### src/rtl/i2c_cmd_pkg.sv
package i2c_cmd_pkg;

   typedef enum logic [3:0] {
      ST_IDLE,
      ST_RS_LOW,
      ST_ST_REL,
      ST_ST_SDA,
      ST_ST_SCL,
      ST_BIT_LO,
      ST_BIT_HI,
      ST_SP_LO,
      ST_SP_HI,
      ST_SP_END
   } eng_state_t;

   typedef enum logic [1:0] {
      OP_TX,
      OP_RX,
      OP_ACK
   } byte_op_t;

endpackage

### src/rtl/i2c_half_timer.sv
module i2c_half_timer #(
   parameter int RW = 7
) (
   input  logic          clk,
   input  logic          rst_n,
   input  logic          run,
   input  logic [RW-1:0] reload,
   output logic          tick
);

   logic [RW-1:0] cnt;

   always_ff @(posedge clk or negedge rst_n) begin
      if (!rst_n)
         cnt <= '0;
      else if (!run || cnt == '0)
         cnt <= reload;
      else
         cnt <= cnt - 1'b1;
   end

   assign tick = run && (cnt == '0);

endmodule

### src/rtl/i2c_byte_shreg.sv
module i2c_byte_shreg #(
   parameter int W = 8
) (
   input  logic         clk,
   input  logic         rst_n,
   input  logic         load,
   input  logic [W-1:0] din,
   input  logic         shift,
   input  logic         bit_in,
   output logic [W-1:0] q
);

   always_ff @(posedge clk or negedge rst_n) begin
      if (!rst_n)
         q <= '0;
      else if (load)
         q <= din;
      else if (shift)
         q <= {q[W-2:0], bit_in};
   end

endmodule

### src/rtl/i2c_sda_sync.sv
module i2c_sda_sync #(
   parameter int STAGES = 0
) (
   input  logic clk,
   input  logic rst_n,
   input  logic d,
   output logic q
);

   generate
      if (STAGES == 0) begin : g_bypass
         logic unused_clk_rst;
         assign unused_clk_rst = clk ^ rst_n;
         assign q = d;
      end else begin : g_chain
         logic [STAGES-1:0] r;
         always_ff @(posedge clk or negedge rst_n) begin
            if (!rst_n) begin
               r <= '1;
            end else begin
               r[0] <= d;
               for (int i = 1; i < STAGES; i++) r[i] <= r[i-1];
            end
         end
         assign q = r[STAGES-1];
      end
   endgenerate

endmodule

### src/rtl/i2c_cmd_master.sv
module i2c_cmd_master
   import i2c_cmd_pkg::*;
#(
   parameter int DATA_W      = 8,
   parameter int RELOAD_W    = 7,
   parameter int SYNC_STAGES = 0
) (
   input  logic                clk,
   input  logic                rst_n,
   input  logic [RELOAD_W-1:0] reload,
   input  logic                cmd_start,
   input  logic                cmd_restart,
   input  logic                cmd_stop,
   input  logic                wr_en,
   input  logic [DATA_W-1:0]   wr_data,
   input  logic                cmd_recv,
   input  logic                cmd_ack,
   input  logic                ack_nack,
   input  logic                sda_in,
   output logic                sda_oe,
   output logic                scl_oe,
   output logic [DATA_W-1:0]   rx_data,
   output logic                done,
   output logic                ack_rx,
   output logic                wcol,
   output logic                bcol
);

   localparam int CNT_W = $clog2(DATA_W + 1);
   localparam logic [CNT_W-1:0] LAST_TX = CNT_W'(DATA_W);
   localparam logic [CNT_W-1:0] LAST_RX = CNT_W'(DATA_W - 1);

   if (DATA_W < 2) begin : g_bad_data_w
      $error("DATA_W must be at least 2");
   end
   if (RELOAD_W < 1) begin : g_bad_reload_w
      $error("RELOAD_W must be at least 1");
   end
   if (SYNC_STAGES < 0 || SYNC_STAGES > 3) begin : g_bad_sync
      $error("SYNC_STAGES must be 0 to 3");
   end

   eng_state_t       state;
   byte_op_t         op;
   logic [CNT_W-1:0] bitcnt;
   logic             ack_hold;
   logic             half_tick;
   logic             sda_s;
   logic [DATA_W-1:0] sh_q;
   logic             idle;
   logic             last_bit, drv_rel, chk_bit;
   logic             sh_load, sh_shift;

   assign idle = (state == ST_IDLE);

   i2c_sda_sync #(.STAGES(SYNC_STAGES)) u_sync (
      .clk(clk), .rst_n(rst_n), .d(sda_in), .q(sda_s)
   );

   i2c_half_timer #(.RW(RELOAD_W)) u_timer (
      .clk(clk), .rst_n(rst_n), .run(!idle), .reload(reload), .tick(half_tick)
   );

   assign sh_load  = idle && wr_en && !cmd_start && !cmd_restart && !cmd_stop;
   assign sh_shift = (state == ST_BIT_HI) && half_tick && (op != OP_ACK)
                     && !(op == OP_TX && bitcnt == LAST_TX);

   i2c_byte_shreg #(.W(DATA_W)) u_shreg (
      .clk(clk), .rst_n(rst_n), .load(sh_load), .din(wr_data),
      .shift(sh_shift), .bit_in(sda_s), .q(sh_q)
   );

   assign rx_data = sh_q;

   // Per-bit properties of the current byte slot.
   always_comb begin
      last_bit = 1'b1;
      drv_rel  = 1'b1;
      chk_bit  = 1'b0;
      case (op)
         OP_TX: begin
            last_bit = (bitcnt == LAST_TX);
            drv_rel  = (bitcnt == LAST_TX) ? 1'b1 : sh_q[DATA_W-1];
            chk_bit  = (bitcnt != LAST_TX);
         end
         OP_RX: begin
            last_bit = (bitcnt == LAST_RX);
         end
         default: begin
            drv_rel = ack_hold;
            chk_bit = 1'b1;
         end
      endcase
   end

   always_ff @(posedge clk or negedge rst_n) begin
      if (!rst_n) begin
         state    <= ST_IDLE;
         op       <= OP_TX;
         bitcnt   <= '0;
         ack_hold <= 1'b1;
         sda_oe   <= 1'b0;
         scl_oe   <= 1'b0;
         ack_rx   <= 1'b1;
         done     <= 1'b0;
         wcol     <= 1'b0;
         bcol     <= 1'b0;
      end else begin
         done <= 1'b0;
         bcol <= 1'b0;
         wcol <= wr_en && !idle;
         case (state)
            ST_IDLE: begin
               bitcnt <= '0;
               if (cmd_start) begin
                  sda_oe <= 1'b0;
                  scl_oe <= 1'b0;
                  state  <= ST_ST_REL;
               end else if (cmd_restart) begin
                  sda_oe <= 1'b0;
                  state  <= ST_RS_LOW;
               end else if (cmd_stop) begin
                  sda_oe <= 1'b1;
                  state  <= ST_SP_LO;
               end else if (wr_en) begin
                  op    <= OP_TX;
                  state <= ST_BIT_LO;
               end else if (cmd_recv) begin
                  op    <= OP_RX;
                  state <= ST_BIT_LO;
               end else if (cmd_ack) begin
                  op       <= OP_ACK;
                  ack_hold <= ack_nack;
                  state    <= ST_BIT_LO;
               end
            end
            ST_RS_LOW: if (half_tick) begin
               scl_oe <= 1'b0;
               state  <= ST_ST_REL;
            end
            ST_ST_REL: if (half_tick) begin
               if (!sda_s) begin
                  bcol   <= 1'b1;
                  sda_oe <= 1'b0;
                  scl_oe <= 1'b0;
                  state  <= ST_IDLE;
               end else begin
                  sda_oe <= 1'b1;
                  state  <= ST_ST_SDA;
               end
            end
            ST_ST_SDA: if (half_tick) begin
               scl_oe <= 1'b1;
               state  <= ST_ST_SCL;
            end
            ST_ST_SCL: if (half_tick) begin
               done  <= 1'b1;
               state <= ST_IDLE;
            end
            ST_BIT_LO: begin
               sda_oe <= !drv_rel;
               if (half_tick) begin
                  scl_oe <= 1'b0;
                  state  <= ST_BIT_HI;
               end
            end
            ST_BIT_HI: if (half_tick) begin
               if (chk_bit && drv_rel && !sda_s) begin
                  bcol   <= 1'b1;
                  sda_oe <= 1'b0;
                  scl_oe <= 1'b0;
                  state  <= ST_IDLE;
               end else begin
                  scl_oe <= 1'b1;
                  if (op == OP_TX && last_bit) ack_rx <= sda_s;
                  if (last_bit) begin
                     done  <= 1'b1;
                     state <= ST_IDLE;
                  end else begin
                     bitcnt <= bitcnt + 1'b1;
                     state  <= ST_BIT_LO;
                  end
               end
            end
            ST_SP_LO: if (half_tick) begin
               scl_oe <= 1'b0;
               state  <= ST_SP_HI;
            end
            ST_SP_HI: if (half_tick) begin
               sda_oe <= 1'b0;
               state  <= ST_SP_END;
            end
            ST_SP_END: if (half_tick) begin
               if (!sda_s) bcol <= 1'b1;
               else        done <= 1'b1;
               state <= ST_IDLE;
            end
            default: state <= ST_IDLE;
         endcase
      end
   end

endmodule

### config.mk
export PLATFORM = sky130hd
export DESIGN_NAME = i2c_cmd_master
export DESIGN_NICKNAME = d
export VERILOG_FILES = /design/src/rtl/i2c_cmd_pkg.sv /design/src/rtl/i2c_half_timer.sv /design/src/rtl/i2c_byte_shreg.sv /design/src/rtl/i2c_sda_sync.sv /design/src/rtl/i2c_cmd_master.sv
export SDC_FILE = /design/constraint.sdc
export NUM_CORES = 1
export LEC_CHECK = 0
export BUFFER_PORTS_ARGS = -buffer_cell sky130_fd_sc_hd__buf_2
export CORE_ASPECT_RATIO = 0.5
export CORE_MARGIN = 2
export CORE_UTILIZATION = 35
export DETAILED_ROUTE_END_ITERATION = 12
export GPL_TIMING_DRIVEN = 0
export PLACE_DENSITY = 0.61
export SYNTH_ARGS = -nofsm -noshare
export SYNTH_HDL_FRONTEND = slang
export SYNTH_SLANG_ARGS = --single-unit
### constraint.sdc
create_clock -name clk -period 6.8 [get_ports clk]
set_input_delay 0.34 -clock clk [delete_from_list [all_inputs] [get_ports clk]]
set_output_delay 0.34 -clock clk [all_outputs]
set_load 0.01 [all_outputs]
Word-level counts from Yosys, hierarchy flattened --
Index checks and enable logic that the tools add are counted. Widths: inputs -> output; s select.
Cells by class: bitwise logic cells 6, reductions and logical operators 39, equal/unequal tests 30, multiplexer cells 59, add/subtract/negate cells 2
Operators by type and width (count):
- $mux 4 | 17
- $pmux 4 s9 | 1
- $mux 1 | 24
- $ne 2x2->1 const B | 12
- $eq 4x3->1 const B | 5
- $mux 8 | 2
- $reduce_and 7->1 | 2
- $logic_and 1x1->1 | 13
- $eq 4x4->1 const B | 3
- $pmux 1 s5 | 2
- $reduce_bool 5->1 | 2
- $reduce_and 9->1 | 1
- $eq 4x2->1 const B | 2
- $mux 2 | 4
- $ne 4x4->1 const B | 2
- $pmux 1 s2 | 4
- $pmux 4 s2 | 1
- $reduce_and 4->1 | 2
- $logic_not 1->1 | 7
- $logic_not 7->1 | 1
- $mux 7 | 1
- $ne 7x7->1 const B | 1
- $sub 7x1->7 const B | 1
- $mux 3 | 2
- other kinds (15) | 24
Word-level totals: flip-flop bits (word level) 32, input bits 25, output and inout bits 14, word-level logic and storage cells 148

Logic depth before layout (Yosys ltp) --
word-level depth 8, depth in mapped cells 9, gate-level depth less buffers 7

By module --
A second synthesis with hierarchy kept.
Second synthesis, totals: cell total of the unflattened synthesis 210, area total of the unflattened synthesis 2020.7 um^2
By module, submodules not included:
- i2c_cmd_master | instances 1, sequential area each 427.9 um^2, cells an instance 134, area an instance 1208.7 um^2
- i2c_half_timer | instances 1, sequential area each 175.2 um^2, cells an instance 41, area an instance 431.7 um^2
- i2c_byte_shreg | instances 1, sequential area each 200.2 um^2, cells an instance 34, area an instance 372.9 um^2
- i2c_sda_sync | instances 1, sequential area each 0.0 um^2, cells an instance 1, area an instance 7.5 um^2

Worst setup path before layout --
No wires, ideal clock.
path type register to register, start register u_timer.cnt[0], end register u_shreg.q[0], clock period less this slack 2.181 ns, setup slack 4.619 ns, data required time 6.674 ns, path buffers 1, stages on the path, launching flop included 9, setup time 0.126 ns, arrival time 2.055 ns, cell sequence dfrtp_1 inv_1 ha_1 or3b_1 buf_2 nor4b_4 o21a_1 nor2_2 a221o_1
On the way: longest elaborated chain between the ends 6
Ends and longest elaborated chain:
- from (decl) | RTL line i2c_half_timer.sv:11 | logic [RW-1:0] cnt;
- from (signal assigned) | RTL line i2c_half_timer.sv:17 | cnt <= reload;
- from (signal assigned) | RTL line i2c_half_timer.sv:19 | cnt <= cnt - 1'b1;
- $logic_not 7->1 | RTL line i2c_half_timer.sv:22 | assign tick = run && (cnt == '0);
- $logic_and 1x1->1 | RTL line i2c_half_timer.sv:22
- $logic_and 1x1->1 (2 in series) | RTL line i2c_cmd_master.sv:65 | assign sh_shift = (state == ST_BIT_HI) && half_tick && (op != OP_ACK)
- $logic_and 1x1->1 | RTL line i2c_cmd_master.sv:66 | && !(op == OP_TX && bitcnt == LAST_TX);
- $reduce_bool 2->1 (no line)
- to (signal assigned) | RTL line i2c_byte_shreg.sv:17 | q <= din;
- to (signal assigned) | RTL line i2c_byte_shreg.sv:19 | q <= {q[W-2:0], bit_in};
- to (decl) | RTL line i2c_byte_shreg.sv:10 | output logic [W-1:0] q
No other way between the ends. A chain may end at the register's enable or synchronous reset.

Worst setup path in the final report --
Ends and elaborated chain as after synthesis.

==> run summary <==
HPWL Detailed -> 3.50 mm
clk_lat worst skew -> 280 ps
Diodes inserted -> 0
count leader, synth -> dfrtp_1
Syn Nets -> 240
crit path launch type -> flip-flop
largest net degree at the start of global routing -> 33
Compound-Gate Fraction of Synth Area -> 20.2%
Initial Utilization -> 35.7%
Tot GR Track Use -> 16.9%
period utilisation layout -> 36.3%
vias per cell -> 5.26
die area -> 6150 um^2
FILL cells -> 534
Seq/Total Area, Yosys -> 41.7%
clock sinks -> 32
CP Class -> flip-flop to flip-flop
RSZ-0062 raised after global routing -> false
largest area contributor in the netlist -> dfrtp_1
Final Cell Area -> 2310 um^2
Worst Hold Slack -> 105 ps
Max Root-Sink Buffers -> 2
Post-Synth Simple-Gate Area -> 23.7%
syn_area_per_cell -> 9.09 um^2
drt pass-1 iters -> 4
Setup TNS Final -> 0 ps
ANT nets after route -> 0
Max-slew headroom -> 51.7%
Via Count -> 1740
Syn. warnings -> 0
Hold WC Path Type -> primary input to async pin
largest family of logic cells by synthesized area -> simple AND/OR/NAND/NOR gates
PostCTS Resize Cnt -> 0
Hold Vio Cnt, Final -> 0
Finish-stage setup viols -> 0
multiplexer area fraction after synthesis -> 5.52%
share of cells above drive strength 1 -> 24.0%
DRC -> 0
Worst Max-Slew Pin Slew -> 725 ps
Synth top cells by count -> 30 x dfrtp_1, 23 x nand2_1, 22 x nor2_1
Yosys cell types -> 57
worst r2r src -> u_timer.cnt[0]$_DFF_PN0_
CTS root buf -> clkbuf_8
port buffer count -> 38
WL per Instance -> 14.1 um
Top Ports -> 39
hold_buf cts -> 0
launch point of the worst path -> u_timer.cnt[0]$_DFF_PN0_
final core utilization -> 42.8%
H-tree depth -> 2
peak supply drop -> 0.0658 mV
clock-pin slew on the worst setup and hold paths -> 70 ps
dpl cell area -> 2210 um^2
CTS tree -> done
FP Rows -> 19
Arr. time, crit path -> 2640 ps
Tmin final -> 2470 ps
fin nets -> 285
number of enable flip-flop cells after synthesis -> 0
die height -> 56.5 um
adder-cell share of the synthesized area -> 1.95%
Synth Instances -> 212
Top FF cell, synth -> dfrtp_1
synthesis-to-layout area growth -> 19.8%
Setup Fix Bufs, Post-CTS -> 0
Post-Layout Cell Count -> 331
Data required, critical path -> 6970 ps
GR Overflow Total -> 0
Crit Path Max Fanout -> 6
clock buffer count from CTS -> 5
share of the synthesized area in the top cell type -> 38.9%
vias in the first global route -> 1713
Max Clock Freq -> 405 MHz
placer congestion estimate -> 0.908
top cells by area, synth -> dfrtp_1 39%, o21ai_0 4.7%, nand2_1 4.5%
total wire length -> 4.68 mm
Post-Syn Area -> 1930 um^2
initial antenna violation count -> 0
Crit. End Element -> flip-flop
Pleak -> 0.00101 uW
first-pass GRT wire length -> 8.06 mm
xor/xnor cell area share of the yosys netlist -> 2.27%
status -> finished, final reports clean
Iteration-0 DRC Markers -> 168
Die W -> 109 um
Seq cells post-synth -> 32
max cap viols -> 0
Slew Viols, Final -> 0
fraction of registers with async set/reset -> 100%
dpl cells -> 323
core area -> 5400 um^2
P per Cell Area -> 163 nW/um^2
Final Skew -> 4.50 ps
==> power breakdown <==
part           leakage, uW  total [uW]  internal (uW)  switching (uW)
logic             0.000572        22.0           9.07            12.9
registers         0.000386         193            192            1.24
clock network    0.0000515         162           92.3            69.8
total              0.00101         377            293            84.0
==> final timing paths <==
path	to	slack, ps	cells after the start
worst max-delay path	u_shreg.q[0]$_DFFE_PN0P_	4330	8
worst min-delay path	u_timer.cnt[0]$_DFF_PN0_	100	1
worst max register to register	u_shreg.q[0]$_DFFE_PN0P_	4330	8
worst min register to register	ack_rx$_DFFE_PN1P_	470	2
max in group asynchronous	bcol$_DFF_PN0_	6230	1
min in group clk	u_timer.cnt[3]$_DFF_PN0_	250	3
==> cells in the final DEF (no fill, tap or decap), types with 4 or more instances in the layout <==
cell type  instances
clkbuf_1           7
mux2i_1            5
a21oi_1            8
nand3_1            6
nor2_1            22
nor3_1             4
mux2_2             4
buf_2             41
o21ai_1            4
inv_1              9
a22o_1             4
o22ai_1            4
clkbuf_8           7
nand2_1           23
o21ai_0           18
dfrtp_1           30
==> metal layers <==
layer  share of wire, %  track usage (%)  up-vias
li1                   -                -      853
met2                 44             26.3       52
met5                  0                0        -
met1                 49             23.4      830
met4               0.83             4.40        0
met3                5.8             4.30        5
==> flip-flops by register name (all words and copies together), names as in the netlist <==
name         flops
wcol             1
ack_hold         1
u_timer.cnt      7
done             1
bitcnt           4
state            4
op               2
scl_oe           1
u_shreg.q        8
ack_rx           1
sda_oe           1
bcol             1
==> stage by stage <==
stage / power, uW / setup WS, ps
6_report: 377 / 4330
5_1_grt: 397 / 4170
4_1_cts: 381 / 4320
3_5_place_dp: 219 / 4350
3_3_place_gp: 219 / 4380
2_1_floorplan: 203 / 4620
==> final cells by class <==
| type | count | area, um^2 | share of cell area, % |
|---|---|---|---|
| Multi-Input combinational cell | 160 | 1030 | 44.8 |
| Buffer | 11 | 56.3 | 2.44 |
| Sequential cell | 32 | 803 | 34.8 |
| Inverter | 9 | 33.8 | 1.46 |
| Clock buffer | 8 | 100 | 4.33 |
| Timing Repair Buffer | 38 | 190 | 8.23 |
| Tap cell | 73 | 91.3 | 3.95 |
==> critical path, cell delays in order (launching register included) <==
cell and delay [ps]:
dfrtp_1 390, inv_1 60, ha_1 170, or3b_1 340, buf_2 170, nor4b_4 470, o21a_1 360, nor2_2 90
a221o_1 300
==> cells by family after synthesis <==
kind of cell             count (synthesis)
multiplexers                            10
AND/OR/NAND/NOR                         83
XOR/XNOR                                 5
AO/OA/AOI/OAI                           59
flip-flops                              32
adder cells (fa/ha/maj)                  3
buffers and inverters                   20
Note: power is estimated with default switching activity, not from simulation.
